**src/rtl/exc_entry_pkg.sv**
```systemverilog
package exc_entry_pkg;

  // Cause codes; handler slot offset is the code times the slot size.
  localparam int unsigned CODE_BRK   = 1;
  localparam int unsigned CODE_IBUS  = 2;
  localparam int unsigned CODE_WATCH = 3;
  localparam int unsigned CODE_DBUS  = 4;
  localparam int unsigned CODE_DIV0  = 5;
  localparam int unsigned CODE_IRQ   = 6;
  localparam int unsigned CODE_SCALL = 7;

  // Enable register bit positions.
  localparam int unsigned IE_GIE = 0;
  localparam int unsigned IE_EIE = 1;
  localparam int unsigned IE_BIE = 2;
  localparam int unsigned IE_W   = 3;

  typedef enum logic [2:0] {
    K_NONE = 3'd0,
    K_NORM = 3'd1,
    K_DBG  = 3'd2,
    K_HOOK = 3'd3,
    K_BAD  = 3'd4
  } entry_kind_e;

endpackage

```
**src/rtl/exc_cause_dec.sv**
```systemverilog
module exc_cause_dec
  import exc_entry_pkg::*;
#(
  parameter int unsigned CAUSE_W = 4
) (
  input  logic               exc_valid,
  input  logic [CAUSE_W-1:0] exc_cause,
  input  logic               hook_ack,
  input  logic               irq,
  input  logic               gie,
  output entry_kind_e        kind,
  output logic [CAUSE_W-1:0] eff_cause
);

  localparam logic [CAUSE_W-1:0] C_BRK   = CAUSE_W'(CODE_BRK);
  localparam logic [CAUSE_W-1:0] C_IBUS  = CAUSE_W'(CODE_IBUS);
  localparam logic [CAUSE_W-1:0] C_WATCH = CAUSE_W'(CODE_WATCH);
  localparam logic [CAUSE_W-1:0] C_DBUS  = CAUSE_W'(CODE_DBUS);
  localparam logic [CAUSE_W-1:0] C_DIV0  = CAUSE_W'(CODE_DIV0);
  localparam logic [CAUSE_W-1:0] C_IRQ   = CAUSE_W'(CODE_IRQ);
  localparam logic [CAUSE_W-1:0] C_SCALL = CAUSE_W'(CODE_SCALL);

  always_comb begin
    kind      = K_NONE;
    eff_cause = exc_cause;
    if (exc_valid) begin
      // Synchronous request outranks the interrupt line.
      if (exc_cause == C_BRK || exc_cause == C_WATCH) begin
        kind = K_DBG;
      end else if (exc_cause == C_SCALL) begin
        kind = hook_ack ? K_HOOK : K_NORM;
      end else if (exc_cause == C_IBUS || exc_cause == C_DBUS ||
                   exc_cause == C_DIV0 || exc_cause == C_IRQ) begin
        kind = K_NORM;
      end else begin
        kind = K_BAD;
      end
    end else if (irq && gie) begin
      kind      = K_NORM;
      eff_cause = C_IRQ;
    end
  end

endmodule

```
**src/rtl/exc_vector_gen.sv**
```systemverilog
module exc_vector_gen
  import exc_entry_pkg::*;
#(
  parameter int unsigned XLEN       = 32,
  parameter int unsigned CAUSE_W    = 4,
  parameter int unsigned SLOT_SHIFT = 5
) (
  input  entry_kind_e        kind,
  input  logic [CAUSE_W-1:0] cause,
  input  logic               dbg_remap,
  input  logic [XLEN-1:0]    norm_base,
  input  logic [XLEN-1:0]    dbg_base,
  input  logic [XLEN-1:0]    cur_pc,
  output logic [XLEN-1:0]    tgt_pc
);

  localparam logic [XLEN-1:0] PC_STEP = XLEN'(4);

  logic [XLEN-1:0] base_sel;
  logic [XLEN-1:0] slot_off;

  always_comb begin
    base_sel = (kind == K_DBG || dbg_remap) ? dbg_base : norm_base;
    slot_off = XLEN'(cause) << SLOT_SHIFT;
    if (kind == K_HOOK) begin
      tgt_pc = cur_pc + PC_STEP;
    end else begin
      tgt_pc = base_sel + slot_off;
    end
  end

endmodule

```
**src/rtl/exc_ie_reg.sv**
```systemverilog
module exc_ie_reg
  import exc_entry_pkg::*;
(
  input  logic            clk,
  input  logic            rst_n,
  input  entry_kind_e     kind,
  input  logic            wr_en,
  input  logic [IE_W-1:0] wr_data,
  output logic [IE_W-1:0] ie_q
);

  logic [IE_W-1:0] ie_d;
  logic            ie_en;

  always_comb begin
    ie_d  = ie_q;
    ie_en = 1'b0;
    unique case (kind)
      K_NORM: begin
        ie_en          = 1'b1;
        ie_d[IE_EIE]   = ie_q[IE_EIE] | ie_q[IE_GIE];
        ie_d[IE_GIE]   = 1'b0;
      end
      K_DBG: begin
        ie_en          = 1'b1;
        ie_d[IE_BIE]   = ie_q[IE_BIE] | ie_q[IE_GIE];
        ie_d[IE_GIE]   = 1'b0;
      end
      K_HOOK: begin
        ie_en = 1'b0;
      end
      default: begin
        if (wr_en && kind == K_NONE) begin
          ie_en = 1'b1;
          ie_d  = wr_data;
        end
      end
    endcase
  end

  always_ff @(posedge clk or negedge rst_n) begin
    if (!rst_n) begin
      ie_q <= '0;
    end else if (ie_en) begin
      ie_q <= ie_d;
    end
  end

endmodule

```
**src/rtl/exc_entry_ctrl.sv**
```systemverilog
module exc_entry_ctrl
  import exc_entry_pkg::*;
#(
  parameter int unsigned XLEN       = 32,
  parameter int unsigned CAUSE_W    = 4,
  parameter int unsigned SLOT_SHIFT = 5,
  parameter int unsigned SYNC_STAGES = 2
) (
  input  logic               clk,
  input  logic               rst_n,
  input  logic [XLEN-1:0]    cur_pc,
  input  logic               exc_valid,
  input  logic [CAUSE_W-1:0] exc_cause,
  input  logic               hook_ack,
  input  logic               irq,
  input  logic [XLEN-1:0]    norm_base,
  input  logic [XLEN-1:0]    dbg_base,
  input  logic               dbg_remap,
  input  logic               ie_wr_en,
  input  logic [2:0]         ie_wr_data,
  output logic               redir_vld,
  output logic [XLEN-1:0]    redir_pc,
  output logic               ra_we,
  output logic               ra_dbg,
  output logic [XLEN-1:0]    ra_data,
  output logic [2:0]         ie_q,
  output logic               fatal_err
);

  // Reset release synchronizer.
  logic [SYNC_STAGES-1:0] rst_pipe;
  logic                   rst_sync_n;

  always_ff @(posedge clk or negedge rst_n) begin
    if (!rst_n) begin
      rst_pipe <= '0;
    end else begin
      rst_pipe <= {rst_pipe[SYNC_STAGES-2:0], 1'b1};
    end
  end
  assign rst_sync_n = rst_pipe[SYNC_STAGES-1];

  entry_kind_e        kind;
  logic [CAUSE_W-1:0] eff_cause;
  logic [XLEN-1:0]    tgt_pc;

  exc_cause_dec #(.CAUSE_W(CAUSE_W)) u_dec (
    .exc_valid (exc_valid),
    .exc_cause (exc_cause),
    .hook_ack  (hook_ack),
    .irq       (irq),
    .gie       (ie_q[IE_GIE]),
    .kind      (kind),
    .eff_cause (eff_cause)
  );

  exc_vector_gen #(
    .XLEN(XLEN), .CAUSE_W(CAUSE_W), .SLOT_SHIFT(SLOT_SHIFT)
  ) u_vec (
    .kind      (kind),
    .cause     (eff_cause),
    .dbg_remap (dbg_remap),
    .norm_base (norm_base),
    .dbg_base  (dbg_base),
    .cur_pc    (cur_pc),
    .tgt_pc    (tgt_pc)
  );

  exc_ie_reg u_ie (
    .clk     (clk),
    .rst_n   (rst_sync_n),
    .kind    (kind),
    .wr_en   (ie_wr_en),
    .wr_data (ie_wr_data),
    .ie_q    (ie_q)
  );

  // Next-state logic for the registered outputs.
  logic redir_vld_d, ra_we_d, ra_dbg_d, fatal_d;
  logic take_en;

  always_comb begin
    take_en     = (kind == K_NORM) || (kind == K_DBG) || (kind == K_HOOK);
    redir_vld_d = take_en;
    ra_we_d     = (kind == K_NORM) || (kind == K_DBG);
    ra_dbg_d    = (kind == K_DBG);
    fatal_d     = fatal_err | (kind == K_BAD);
  end

  always_ff @(posedge clk or negedge rst_sync_n) begin
    if (!rst_sync_n) begin
      redir_vld <= 1'b0;
      ra_we     <= 1'b0;
      fatal_err <= 1'b0;
    end else begin
      redir_vld <= redir_vld_d;
      ra_we     <= ra_we_d;
      fatal_err <= fatal_d;
    end
  end

  always_ff @(posedge clk or negedge rst_sync_n) begin
    if (!rst_sync_n) begin
      redir_pc <= '0;
    end else if (take_en) begin
      redir_pc <= tgt_pc;
    end
  end

  always_ff @(posedge clk or negedge rst_sync_n) begin
    if (!rst_sync_n) begin
      ra_dbg  <= 1'b0;
      ra_data <= '0;
    end else if (ra_we_d) begin
      ra_dbg  <= ra_dbg_d;
      ra_data <= cur_pc;
    end
  end

endmodule

```
**config.mk**
```make
export PLATFORM = sky130hd
export DESIGN_NAME = exc_entry_ctrl
export DESIGN_NICKNAME = d
export VERILOG_FILES = /design/src/rtl/exc_entry_pkg.sv /design/src/rtl/exc_cause_dec.sv /design/src/rtl/exc_vector_gen.sv /design/src/rtl/exc_ie_reg.sv /design/src/rtl/exc_entry_ctrl.sv
export SDC_FILE = /design/constraint.sdc
export NUM_CORES = 1
export LEC_CHECK = 0
export ABC_AREA = 1
export BUFFER_PORTS_ARGS = -buffer_cell sky130_fd_sc_hd__buf_2
export CAP_MARGIN = 40
export CORE_UTILIZATION = 44
export CTS_CLUSTER_SIZE = 8
export DETAILED_ROUTE_END_ITERATION = 7
export HOLD_SLACK_MARGIN = 0.12
export PLACE_DENSITY = 0.7
export SKIP_CTS_REPAIR_TIMING = 1
export SKIP_LAST_GASP = 1
export SLEW_MARGIN = 20
export SYNTH_ARGS = -nofsm -noshare
export SYNTH_HDL_FRONTEND = slang
export SYNTH_SLANG_ARGS = --single-unit
```
**constraint.sdc**
```tcl
create_clock -name clk -period 2.4 [get_ports clk]
set_input_delay 0.24 -clock clk [delete_from_list [all_inputs] [get_ports clk]]
set_output_delay 0.24 -clock clk [all_outputs]
set_load 0.02 [all_outputs]
```
==> results of run 1 <==
power breakdown:
part           switching (µW)  internal (µW)
Combinational             964            510
Clock                     518            829
Sequential                131           1450
metrics by stage:
stage | total power, µW | utilization | setup slack (ns)
after CTS | 4400 | 0.571 | 0.0892
after global routing | 4650 | 0.575 | -0.0140
final | 4400 | 0.575 | 0.136
after global placement | 3040 | 0.546 | 0.0269
after floorplan | 2520 | - | -0.0448
after detailed placement | 3060 | 0.546 | -0.0351
registers in the layout, indices dropped and copies added (netlist names):
name	cells
fatal_err	1
u_ie.ie_q	3
ra_we	1
redir_pc	32
ra_dbg	1
redir_vld	1
rst_pipe	2
ra_data	32
worst max-delay path by stage:
stage	slack (ns)	startpoint	to	cells after the start
after floorplan	-0.04	exc_valid	redir_pc[31]$_DFFE_PN0P_	21
after global placement	0.03	exc_cause[3]	redir_pc[31]$_DFFE_PN0P_	18
after detailed placement	-0.04	exc_cause[3]	redir_pc[31]$_DFFE_PN0P_	19
after CTS	0.09	u_ie.ie_q[0]$_DFFE_PN0P_	redir_pc[31]$_DFFE_PN0P_	15
after global routing	-0.01	u_ie.ie_q[0]$_DFFE_PN0P_	redir_pc[23]$_DFFE_PN0P_	15
final	0.14	u_ie.ie_q[0]$_DFFE_PN0P_	redir_pc[12]$_DFFE_PN0P_	12
final cells by class:
cell class | count | area [µm²] | share of cell area
multi-input combinational | 617 | 3210 | 0.458
sequential | 73 | 1830 | 0.261
timing repair buffer | 204 | 1110 | 0.159
inverter | 91 | 342 | 0.0488
clock buffer | 11 | 243 | 0.0347
tap | 168 | 210 | 0.0300
clock inverter | 5 | 55.1 | 0.00787
cell usage after synthesis (2+ instances only):
cell type    n  share of area
nand3_2      5         0.0090
inv_2        8         0.0054
buf_8        2         0.0054
o21ai_0     54          0.049
nor3_1      10         0.0090
nor2_2      10          0.011
nand4_1     18          0.020
or2_2        2         0.0023
o21bai_1     3         0.0041
a31oi_1     10          0.011
xnor2_1      2         0.0032
nand3_1     51          0.046
nor2_1      81          0.055
buf_2       11         0.0099
nand2_2     19          0.021
nor2_4       7          0.014
dfrtp_1     73           0.33
nand3b_1    11          0.015
a21oi_2      3         0.0047
buf_6        8          0.016
o31ai_1      2         0.0027
ha_1         5          0.011
a21oi_1     39          0.035
nand2_4      4         0.0081
buf_4        5         0.0068
inv_1       83          0.056
o21ai_1      5         0.0045
clkbuf_1     3         0.0020
o211ai_1     2         0.0027
nor4_1       2         0.0023
xor2_1      18          0.028
nand2_1    241           0.16
logic make-up after synthesis:
| family | Yosys count | synth area share |
|---|---|---|
| AOI/OAI and AO/OA | 123 | 0.124 |
| xor gates and xnor gates | 20 | 0.0316 |
| other | 1 | 0.000677 |
| buffers and inverters | 121 | 0.106 |
| and+or+nand+nor | 467 | 0.393 |
| DFF | 73 | 0.330 |
| adders and majority gates | 6 | 0.0149 |
worst register-to-register path, stage by stage (launching register included):
cell,delay (ns)
dfrtp_1,0.36
nand2_2,0.09
o21ai_0,0.33
ha_4,0.27
a21oi_1,0.17
nand2_2,0.09
a21oi_2,0.17
nor2_4,0.05
nand3_4,0.11
buf_4,0.13
xor2_1,0.14
nand2_1,0.10
a21oi_1,0.18
metal layers:
layer,global-route usage,wire length [µm],up-vias
met5,0,0,-
met2,0.411,7330,201
met4,0.0952,325,0
met3,0.0323,947,19
li1,-,-,2973
met1,0.371,7780,2617
==> impl_results.md, run 1 <==
- Worst R2R Setup Slack: 0.14 ns
- Reg-to-reg endpoint: redir_pc[12]$_DFFE_PN0P_
- Worst hold-check path type: primary input to flop
- RSZ-0062 raised after global routing: yes
- Dpl cells: 1150
- Post-route DRC: 0
- Skew-Pair Late Insertion Delay: 0.34 ns
- Worst Hold Path Cells: 3
- Post-synthesis to final-layout area growth: 26.3%
- Die Y: 114 µm
- HPWL Detailed: 13.0 mm
- Initial antenna violation count: 0
- Area of the die: 13000 µm²
- Mapped Area: 5540 µm²
- Worst min-delay path startpoint: cur_pc[1]
- PortBufs: 180
- First-pass GRT wire length: 26.7 mm
- DR vias: 5810
- Max stage delay on crit path: 0.36 ns
- Ports: 181
- Top FF cell, synth: dfrtp_1
- Peak Freq: 0.442 GHz
- Net Count, Synth: 927
- Crit path time final: 2.26 ns
- Routed wire length: 16.4 mm
- WL/cell: 14.0 µm
- CTS HTree Levels: 3
- Drt first pass iters: 7
- Max VDD drop: 0.350 mV
- Max cap viols: 0
- Core Region: 12200 µm²
- Yosys reg bits: 73
- Leakage power: 0.00368 µW
- Number of warning messages in the yosys log: 0
- Clk slew on worst S/H paths: 0.06 ns
- Status: finished clean
- Crit path buf inv count: 1
- Fin. Hold Viols: 0
- Fillers: 1252
- N_diodes: 0
- Critical Path RT: 2.66 ns
- Arrival time at the worst endpoint: 2.52 ns
- Critical Path End Type: flop
- Vias per cell: 4.97
- Post-synth EDFFs: 0
- CTS tree: yes
- CP Cell Sequence: nand2_2, o21ai_0, ha_4, a21oi_1, nand2_2, a21oi_2, nor2_4, nand3_4, buf_4, xor2_1, nand2_1, a21oi_1
- Hold worst-path end: ra_data[1]$_DFFE_PN0P_
- Reg-to-Reg Start: u_ie.ie_q[0]$_DFFE_PN0P_
- Starting density of the core: 0.455
- Commonest non-fill, non-tap cells in the layout: 236 x nand2_1, 180 x buf_2, 80 x inv_1
- Post-route ant nets: 0
- Max-slew violations: 0
- CTS Buf Count: 9
- Syn Area/Cell: 6.83 µm²
- Max-Slew Margin vs Limit: 0.567
- Die span in x: 114 µm
- Largest net degree at the start of global routing: 39
- Setup Crit Path Kind: flop to flop
- R2R depth: 12
- Vias in the first global route: 5437
- Critical path's slowest cell: dfrtp_1
- Clk sink count: 73
- CTS root buf: clkbuf_16
- Finished Cell Area: 7000 µm²
- Final clock skew: 0.00742 ns
- DRT iter0 DRCs: 442
- Most common cell after layout, fill and taps aside: nand2_1
- Post-synthesis cell count: 811
- Gr usage total: 0.262
- Final setup violation count: 0
- Power Dens Cells: 629 nW/µm²
- Distinct cells, synth: 46
- CP startpoint kind: flop
- Non-filler instance count after layout: 1169
- Nets: 1112
- Fin crit share: 0.943
- Asr flop ratio synth: 1.00
- Ratio of cells with drive above 1 in the final layout: 0.305
- Crit path max-delay family: compound AO/OA/AOI/OAI gates
- Clock buffer depth: 2
- Register area share after synthesis: 0.330
- Row count: 40
- Final hold slack: 0.120 ns
- Fin Setup TNS: 0 ns
- Grt total ovfl: 0
- Worst-Margin Slew: 0.648 ns
- Crit path max fanout: 3
- Gpl congestion: 0.923
- Dpl cell area: 6640 µm²
No activity file was read; power rests on OpenSTA's default activity.
==> run 2: changes to the inputs <==
--- a/config.mk
+++ b/config.mk
@@ -6,7 +6,7 @@
 export NUM_CORES = 1
 export LEC_CHECK = 0
 export ABC_AREA = 1
-export BUFFER_PORTS_ARGS = -buffer_cell sky130_fd_sc_hd__buf_2
+export BUFFER_PORTS_ARGS = -buffer_cell sky130_fd_sc_hd__clkbuf_2
 export CAP_MARGIN = 40
 export CORE_UTILIZATION = 44
 export CTS_CLUSTER_SIZE = 8
==> impl_results.md, run 2 (synthesized netlist as in run 1, its figures left out) <==
- Nets: 1112 (unchanged)
- Max-Slew Margin vs Limit: 0.567 (about the same)
- FF/Latch Area: 1830 µm² (unchanged)
- Largest net degree at the start of global routing: 58 (was 39)
- Clk sink count: 73 (unchanged)
- Final setup violation count: 0 (unchanged)
- Crit path buf inv count: 4 (was 1)
- Clk slew on worst S/H paths: 0.06 ns (about the same)
- Crit path top cell by count: inv_2
- Critical path's slowest cell: dfrtp_1 (unchanged)
- Status: finished clean (unchanged)
- Setup Crit Path Kind: flop to flop (unchanged)
- Vias in the first global route: 5229 (was 5437)
- Post-route ant nets: 0 (unchanged)
- CP startpoint kind: flop (unchanged)
- Crit path max-delay family: adder cells (was compound AO/OA/AOI/OAI gates)
- Largest registers: ra_data (32), redir_pc (32), u_ie.ie_q (3) (unchanged)
- Sequential Power Share: 0.368 (was 0.359)
- Post-route DRC: 0 (unchanged)
- Starting density of the core: 0.455 (unchanged)
- First-pass GRT wire length: 26.0 mm (was 26.7 mm)
- Clock share of power: 0.294 (was 0.306)
- CP Cell Sequence: nand2_2, nor2_2, nor2_1, ha_2, inv_2, fa_2, inv_2, a31oi_4, inv_2, buf_4, nand3_4, o21bai_1, nand3_1, a21oi_1 (was nand2_2, o21ai_0, ha_4, a21oi_1, nand2_2, a21oi_2, nor2_4, nand3_4, buf_4, xor2_1, nand2_1, a21oi_1)
- Die span in x: 114 µm (unchanged)
- Die Y: 114 µm (unchanged)
- Initial antenna violation count: 0 (unchanged)
- Finished Cell Area: 6970 µm² (was 7000 µm²)
- Post-synthesis to final-layout area growth: 25.8% (was 26.3%)
- Gr usage total: 0.254 (was 0.262)
- Non-filler instance count after layout: 1169 (unchanged)
- Arrival time at the worst endpoint: 2.50 ns (was 2.52 ns)
- Area of the die: 13000 µm² (unchanged)
- Critical Path RT: 2.66 ns (about the same)
- Worst-Margin Slew: 0.648 ns (about the same)
- Max cap viols: 0 (unchanged)
- PortBufs: 180 (unchanged)
- Final clock skew: 0.00737 ns (was 0.00742 ns)
- CTS root buf: clkbuf_16 (unchanged)
- Most common cell after layout, fill and taps aside: nand2_1 (unchanged)
- Fin. Hold Viols: 0 (unchanged)
- Dpl cell area: 6650 µm² (was 6640 µm²)
- Peak Freq: 0.445 GHz (was 0.442 GHz)
- CTS tree: yes (unchanged)
- Net Sw Frac: 0.371 (was 0.366)
- Max-slew violations: 0 (unchanged)
- CTS Buf Count: 9 (unchanged)
- Max VDD drop: 0.320 mV (was 0.350 mV)
- Critical Path End Type: flop (unchanged)
- Worst hold-check path type: primary input to flop (unchanged)
- Utilization after layout: 0.573 (was 0.575)
- Area of the multi-input gates: 3200 µm² (was 3210 µm²)
- Skew-Pair Late Insertion Delay: 0.33 ns (was 0.34 ns)
- Crit path max fanout: 3 (unchanged)
- N_diodes: 0 (unchanged)
- Clock buffer depth: 2 (unchanged)
- Worst min-delay path startpoint: cur_pc[1] (unchanged)
- Core Region: 12200 µm² (unchanged)
- WL/cell: 13.7 µm (was 14.0 µm)
- Combinational power share: 0.338 (was 0.335)
- Reg-to-Reg Start: u_ie.ie_q[0]$_DFFE_PN0P_ (unchanged)
- Max stage delay on crit path: 0.38 ns (was 0.36 ns)
- Power Dens Cells: 618 nW/µm² (was 629 nW/µm²)
- Gpl congestion: 0.933 (was 0.923)
- Internal power: 2710 µW (was 2790 µW)
- Fillers: 1207 (was 1252)
- Routed wire length: 16.0 mm (was 16.4 mm)
- Leakage power: 0.00370 µW (was 0.00368 µW)
- HPWL Detailed: 12.8 mm (was 13.0 mm)
- Grt total ovfl: 0 (unchanged)
- Drt first pass iters: 5 (was 7)
- CP Launch Point: u_ie.ie_q[0]$_DFFE_PN0P_ (unchanged)
- Fin crit share: 0.936 (was 0.943)
- Ratio of cells with drive above 1 in the final layout: 0.304 (was 0.305)
- Row count: 40 (unchanged)
- CTS HTree Levels: 3 (unchanged)
- RSZ-0062 raised after global routing: yes (unchanged)
- Ports: 181 (unchanged)
- DR vias: 5687 (was 5810)
- Vias per cell: 4.86 (was 4.97)
- Dpl cells: 1151 (was 1150)
- Crit path time final: 2.25 ns (was 2.26 ns)
- DRT iter0 DRCs: 306 (was 442)
- Commonest non-fill, non-tap cells in the layout: 237 x nand2_1, 180 x clkbuf_2, 80 x inv_1 (was 236 x nand2_1, 180 x buf_2, 80 x inv_1)
- Switching Power: 1600 µW (was 1610 µW)
## run 2: area by class of cell
cell class	instances	share of cell area
Clock buffer	12	0.0368
Clock inverter	4	0.00395
Inverter	91	0.0490
Multi-Input combinational cell	617	0.459
Sequential cell	73	0.262
Tap cell	168	0.0302
Timing Repair Buffer	204	0.159
## run 2: path summary, 6_finish.rpt
kind,endpoint,cells after the start,slack [ns]
worst min-delay path,ra_data[1]$_DFFE_PN0P_,3,0.12
worst min register to register,ra_data[26]$_DFFE_PN0P_,0,0.18
min in group asynchronous,ra_data[26]$_DFFE_PN0P_,0,0.18
worst max-delay path,redir_pc[25]$_DFFE_PN0P_,14,0.15
worst max register to register,redir_pc[25]$_DFFE_PN0P_,14,0.15
max in group asynchronous,redir_pc[6]$_DFFE_PN0P_,1,1.51
## run 2: power by group through the flow
stage	Clock [µW]	Combinational, µW	Sequential (µW)
floorplan	0	651	1870
global placement	0	1440	1600
detailed placement	0	1450	1600
CTS	1270	1460	1590
global route	1340	1600	1610
finish	1270	1460	1580
## run 2: through the flow
| stage | TNS, ns | total power, µW | hold slack [ns] | setup WS, ns |
|---|---|---|---|---|
| after global placement | 0 | 3040 | 0.0282 | 0.0597 |
| final | 0 | 4300 | 0.124 | 0.153 |
| after floorplan | -0.114 | 2520 | -0.0556 | -0.0448 |
| after detailed placement | -0.0437 | 3060 | 0.0290 | -0.0318 |
| after CTS | 0 | 4320 | -0.324 | 0.0592 |
| after global routing | 0 | 4550 | 0.147 | 0.0000668 |
## run 2: worst min-delay path, cell delays in order
cell and delay, ns:
clkbuf_2 0.09, nand2_1 0.05, nand2_1 0.05
## run 2: metal layers
layer  vias up  part of all wire  global-route usage
met5         -                 0                   0
met4         0             0.018              0.0710
met3        21             0.050              0.0376
met2       177              0.45               0.402
met1      2507              0.48               0.361
li1       2982                 -                   -
==> run 3: changes to the inputs <==
--- a/config.mk
+++ b/config.mk
@@ -8,14 +8,15 @@
 export ABC_AREA = 1
 export BUFFER_PORTS_ARGS = -buffer_cell sky130_fd_sc_hd__clkbuf_2
 export CAP_MARGIN = 40
-export CORE_UTILIZATION = 44
+export CORE_UTILIZATION = 53
 export CTS_CLUSTER_SIZE = 8
 export DETAILED_ROUTE_END_ITERATION = 7
 export HOLD_SLACK_MARGIN = 0.12
-export PLACE_DENSITY = 0.7
+export PLACE_DENSITY = 0.81
 export SKIP_CTS_REPAIR_TIMING = 1
 export SKIP_LAST_GASP = 1
 export SLEW_MARGIN = 20
 export SYNTH_ARGS = -nofsm -noshare
 export SYNTH_HDL_FRONTEND = slang
+export SYNTH_HIERARCHICAL = 1
 export SYNTH_SLANG_ARGS = --single-unit
==> impl_results.md, run 3 <==
- Status: finished with violations (was finished clean)
- Failing checks: design-rule violations, negative setup slack
- Post-route DRC: 1 (was 0)
- Vias in the first global route: 6160 (was 5229)
- Worst hold-check path type: primary input to flop (unchanged)
- Crit path top cell by count: nand2_1 (was inv_2)
- Syn Area/Cell: 6.44 µm² (was 6.83 µm²)
- Most common cell after layout, fill and taps aside: nand2_1 (unchanged)
- Net Count, Synth: 1026 (was 927)
- DR vias: 6786 (was 5687)
- Commonest non-fill, non-tap cells in the layout: 362 x nand2_1, 180 x clkbuf_2, 72 x nand3_1 (was 237 x nand2_1, 180 x clkbuf_2, 80 x inv_1)
- Row count: 38 (was 40)
- Largest registers: ra_data (32), redir_pc (32), u_ie/ie_q (3) (was ra_data (32), redir_pc (32), u_ie.ie_q (3))
- Dpl cell area: 7180 µm² (was 6650 µm²)
- Leakage power: 0.00425 µW (was 0.00370 µW)
- Top FF cell, synth: dfrtp_1 (unchanged)
- Ports: 181 (unchanged)
- Post-synth top area share: 0.311 (was 0.330)
- Fin worst setup slack: -0.231 ns (was 0.153 ns)
- RSZ-0062 raised after global routing: yes (unchanged)
- Grt met2 use: 0.487 (was 0.402)
- Critical Path End Type: flop (unchanged)
- PortBufs: 180 (unchanged)
- Worst Hold Path Cells: 3 (unchanged)
- Grt total ovfl: 0 (unchanged)
- CTS Buf Count: 9 (unchanged)
- Asr flop ratio synth: 1.00 (unchanged)
- Yosys reg bits: 73 (unchanged)
- Post-route ant nets: 0 (unchanged)
- WL/cell: 13.9 µm (was 13.7 µm)
- HPWL Detailed: 13.5 mm (was 12.8 mm)
- CP startpoint kind: flop (unchanged)
- Power Dens Cells: 611 nW/µm² (was 618 nW/µm²)
- Hold worst-path end: ra_data[1]$_DFFE_PN0P_ (unchanged)
- Largest net degree at the start of global routing: 40 (was 58)
- Distinct cells, synth: 45 (was 46)
- First-pass GRT wire length: 28.3 mm (was 26.0 mm)
- Setup Crit Path Kind: flop to flop (unchanged)
- Final clock skew: 0.0102 ns (was 0.00737 ns)
- Reg-to-reg endpoint: redir_pc[23]$_DFFE_PN0P_ (was redir_pc[25]$_DFFE_PN0P_)
- Global routing usage on met1: 0.428 (was 0.361)
- Critical Path RT: 2.70 ns (was 2.66 ns)
- Max cap viols: 0 (unchanged)
- CTS root buf: clkbuf_8 (was clkbuf_16)
- Most common cell in the netlist: nand2_1 (unchanged)
- GR peak layer: met2 (unchanged)
- Skew-Pair Late Insertion Delay: 0.36 ns (was 0.33 ns)
- Nets: 1251 (was 1112)
- CTS tree: yes (unchanged)
- Post-synthesis to final-layout area growth: 31.3% (was 25.8%)
- Area leader, netlist: dfrtp_1 (unchanged)
- Clk sink count: 73 (unchanged)
- DRT iter0 DRCs: 514 (was 306)
- Peak Freq: 0.380 GHz (was 0.445 GHz)
- Die span in x: 107 µm (was 114 µm)
- Fin. Hold Viols: 0 (unchanged)
- CP Cell Sequence: nand2_2, nor2_4, inv_2, nand2_4, inv_4, nand3_4, nand2_8, inv_6, nand2_2, nand2_1, ha_2, fa_2, nand3_2, nand3_4, nand2_4, nor2_4, nand2_2, nor2_4, nand2_1, nand2_1, nand3_2, nand2_1, nand2_1, nand2_1 (was nand2_2, nor2_2, nor2_1, ha_2, inv_2, fa_2, inv_2, a31oi_4, inv_2, buf_4, nand3_4, o21bai_1, nand3_1, a21oi_1)
- Drt first pass iters: 7 (was 5)
- Crit path max fanout: 7 (was 3)
- Worst R2R Setup Slack: -0.23 ns (was 0.15 ns)
- Mapped Area: 5860 µm² (was 5540 µm²)
- Top post-synthesis cells by area: dfrtp_1 31%, nand2_1 24%, nand3_1 6.8% (was dfrtp_1 33%, nand2_1 16%, inv_1 5.6%)
- Reg-to-Reg Start: u_ie/ie_q[0]$_DFFE_PN0P_ (was u_ie.ie_q[0]$_DFFE_PN0P_)
- Register area share after synthesis: 0.311 (was 0.330)
- Die Y: 107 µm (was 114 µm)
- Arrival time at the worst endpoint: 2.93 ns (was 2.50 ns)
- Pre-CTS setup slack: -0.318 ns (was -0.0318 ns)
- Total power: 4710 µW (was 4300 µW)
- Post-synth EDFFs: 0 (unchanged)
- Gpl congestion: 0.942 (was 0.933)
- Post-synth top cells: 377 x nand2_1, 80 x nand3_1, 73 x dfrtp_1 (was 241 x nand2_1, 83 x inv_1, 81 x nor2_1)
- Critical path's slowest cell: dfrtp_2 (was dfrtp_1)
- Vias per cell: 5.30 (was 4.86)
- Max-slew violations: 0 (unchanged)
- Ratio of cells with drive above 1 in the final layout: 0.336 (was 0.304)
- Worst min-delay path startpoint: cur_pc[1] (unchanged)
- Finished Cell Area: 7700 µm² (was 6970 µm²)
- Max stage delay on crit path: 0.38 ns (about the same)
- Core Region: 10800 µm² (was 12200 µm²)
- Max VDD drop: 0.477 mV (was 0.320 mV)
- Clk slew on worst S/H paths: 0.08 ns (was 0.06 ns)
- Area of the die: 11500 µm² (was 13000 µm²)
- Routed wire length: 17.8 mm (was 16.0 mm)
- Initial antenna violation count: 0 (unchanged)
- Clock buffer depth: 2 (unchanged)
- Number of warning messages in the yosys log: 6 (was 0)
- N_diodes: 0 (unchanged)
- Final setup violation count: 22 (was 0)
- Gr usage total: 0.307 (was 0.254)
- Crit path time final: 2.63 ns (was 2.25 ns)
- Post-synthesis cell count: 910 (was 811)
- Starting density of the core: 0.543 (was 0.455)
- Fin crit share: 1.10 (was 0.936)
- R2R depth: 24 (was 14)
- Utilization after layout: 0.714 (was 0.573)
- CTS HTree Levels: 3 (unchanged)
- Met3 Use GR: 0.0480 (was 0.0376)
-- run 3: changes by cell type after synthesis, sizes merged, moves of 6 or more --
| cell | delta |
|---|---|
| a21oi | -33 |
| a31oi | -6 |
| nand3 | +28 |
| nor2 | -26 |
| inv | -13 |
| o21ai | -35 |
| xor2 | -11 |
| nand2 | +147 |
| nand4 | +24 |
-- run 3: worst max path at each step --
stage | startpoint | end | slack (ns) | depth (start not counted)
2_1_floorplan | u_ie/ie_q[0]$_DFFE_PN0P_ | redir_pc[23]$_DFFE_PN0P_ | -0.48 | 26
3_3_place_gp | exc_cause[2] | redir_pc[21]$_DFFE_PN0P_ | -0.27 | 21
3_5_place_dp | exc_cause[2] | redir_pc[25]$_DFFE_PN0P_ | -0.32 | 23
4_1_cts | u_ie/ie_q[0]$_DFFE_PN0P_ | redir_pc[21]$_DFFE_PN0P_ | -0.23 | 20
5_1_grt | u_ie/ie_q[0]$_DFFE_PN0P_ | redir_pc[23]$_DFFE_PN0P_ | -0.41 | 24
6_report | u_ie/ie_q[0]$_DFFE_PN0P_ | redir_pc[23]$_DFFE_PN0P_ | -0.23 | 24
-- run 3: layout make-up --
class,count,area [µm²]
well taps,140,175
multi-input cells,720,3730
fillers,930,3090
clock buffers,10,128
flip-flops and latches,73,1830
inverters,80,313
clock inverters,6,67.6
repair buffers,251,1460
-- run 3: critical path: cells and delay by family (launching register included) --
kind	cells	cell delay [ns]
adders and majority gates	2	0.40
buffers and inverters	3	0.18
DFF	1	0.38
and+or+nand+nor	19	1.61
-- run 3: kinds of logic (layout without fill, tap and decap cells) --
| group | after synthesis | count (layout) | synth area share |
|---|---|---|---|
| other | 1 | 1 | 0.000639 |
| adder cells (fa/ha/maj) | 6 | 6 | 0.0141 |
| buffers and inverters | 117 | 347 | 0.0937 |
| AND/OR/NAND/NOR | 644 | 644 | 0.505 |
| XOR/XNOR | 13 | 13 | 0.0194 |
| flip-flops | 73 | 73 | 0.311 |
| AO/OA/AOI/OAI | 56 | 56 | 0.0555 |
-- run 3: through the flow --
| stage | hold WS, ns | setup TNS, ns | instances |
|---|---|---|---|
| floorplan | -0.0556 | -9.34 | 910 |
| global placement | 0.0311 | -2.89 | 1249 |
| detailed placement | 0.0312 | -4.51 | 1249 |
| CTS | -0.357 | -2.58 | 1265 |
| global route | 0.140 | -6.83 | 1280 |
| finish | 0.127 | -3.42 | 1280 |
-- run 3: routing by layer --
| metal | part of all wire | routed length, µm | up-vias |
|---|---|---|---|
| met1 | 0.45 | 7940 | 3106 |
| met2 | 0.47 | 8310 | 281 |
| met5 | 0 | 0 | - |
| met3 | 0.063 | 1120 | 33 |
| met4 | 0.023 | 402 | 0 |
| li1 | - | - | 3366 |
-- run 3: power breakdown --
group,total [µW],switching [µW],internal [µW]
sequential,1750,199,1550
clock,974,490,484
combinational,1980,1270,710
total,4710,1960,2740
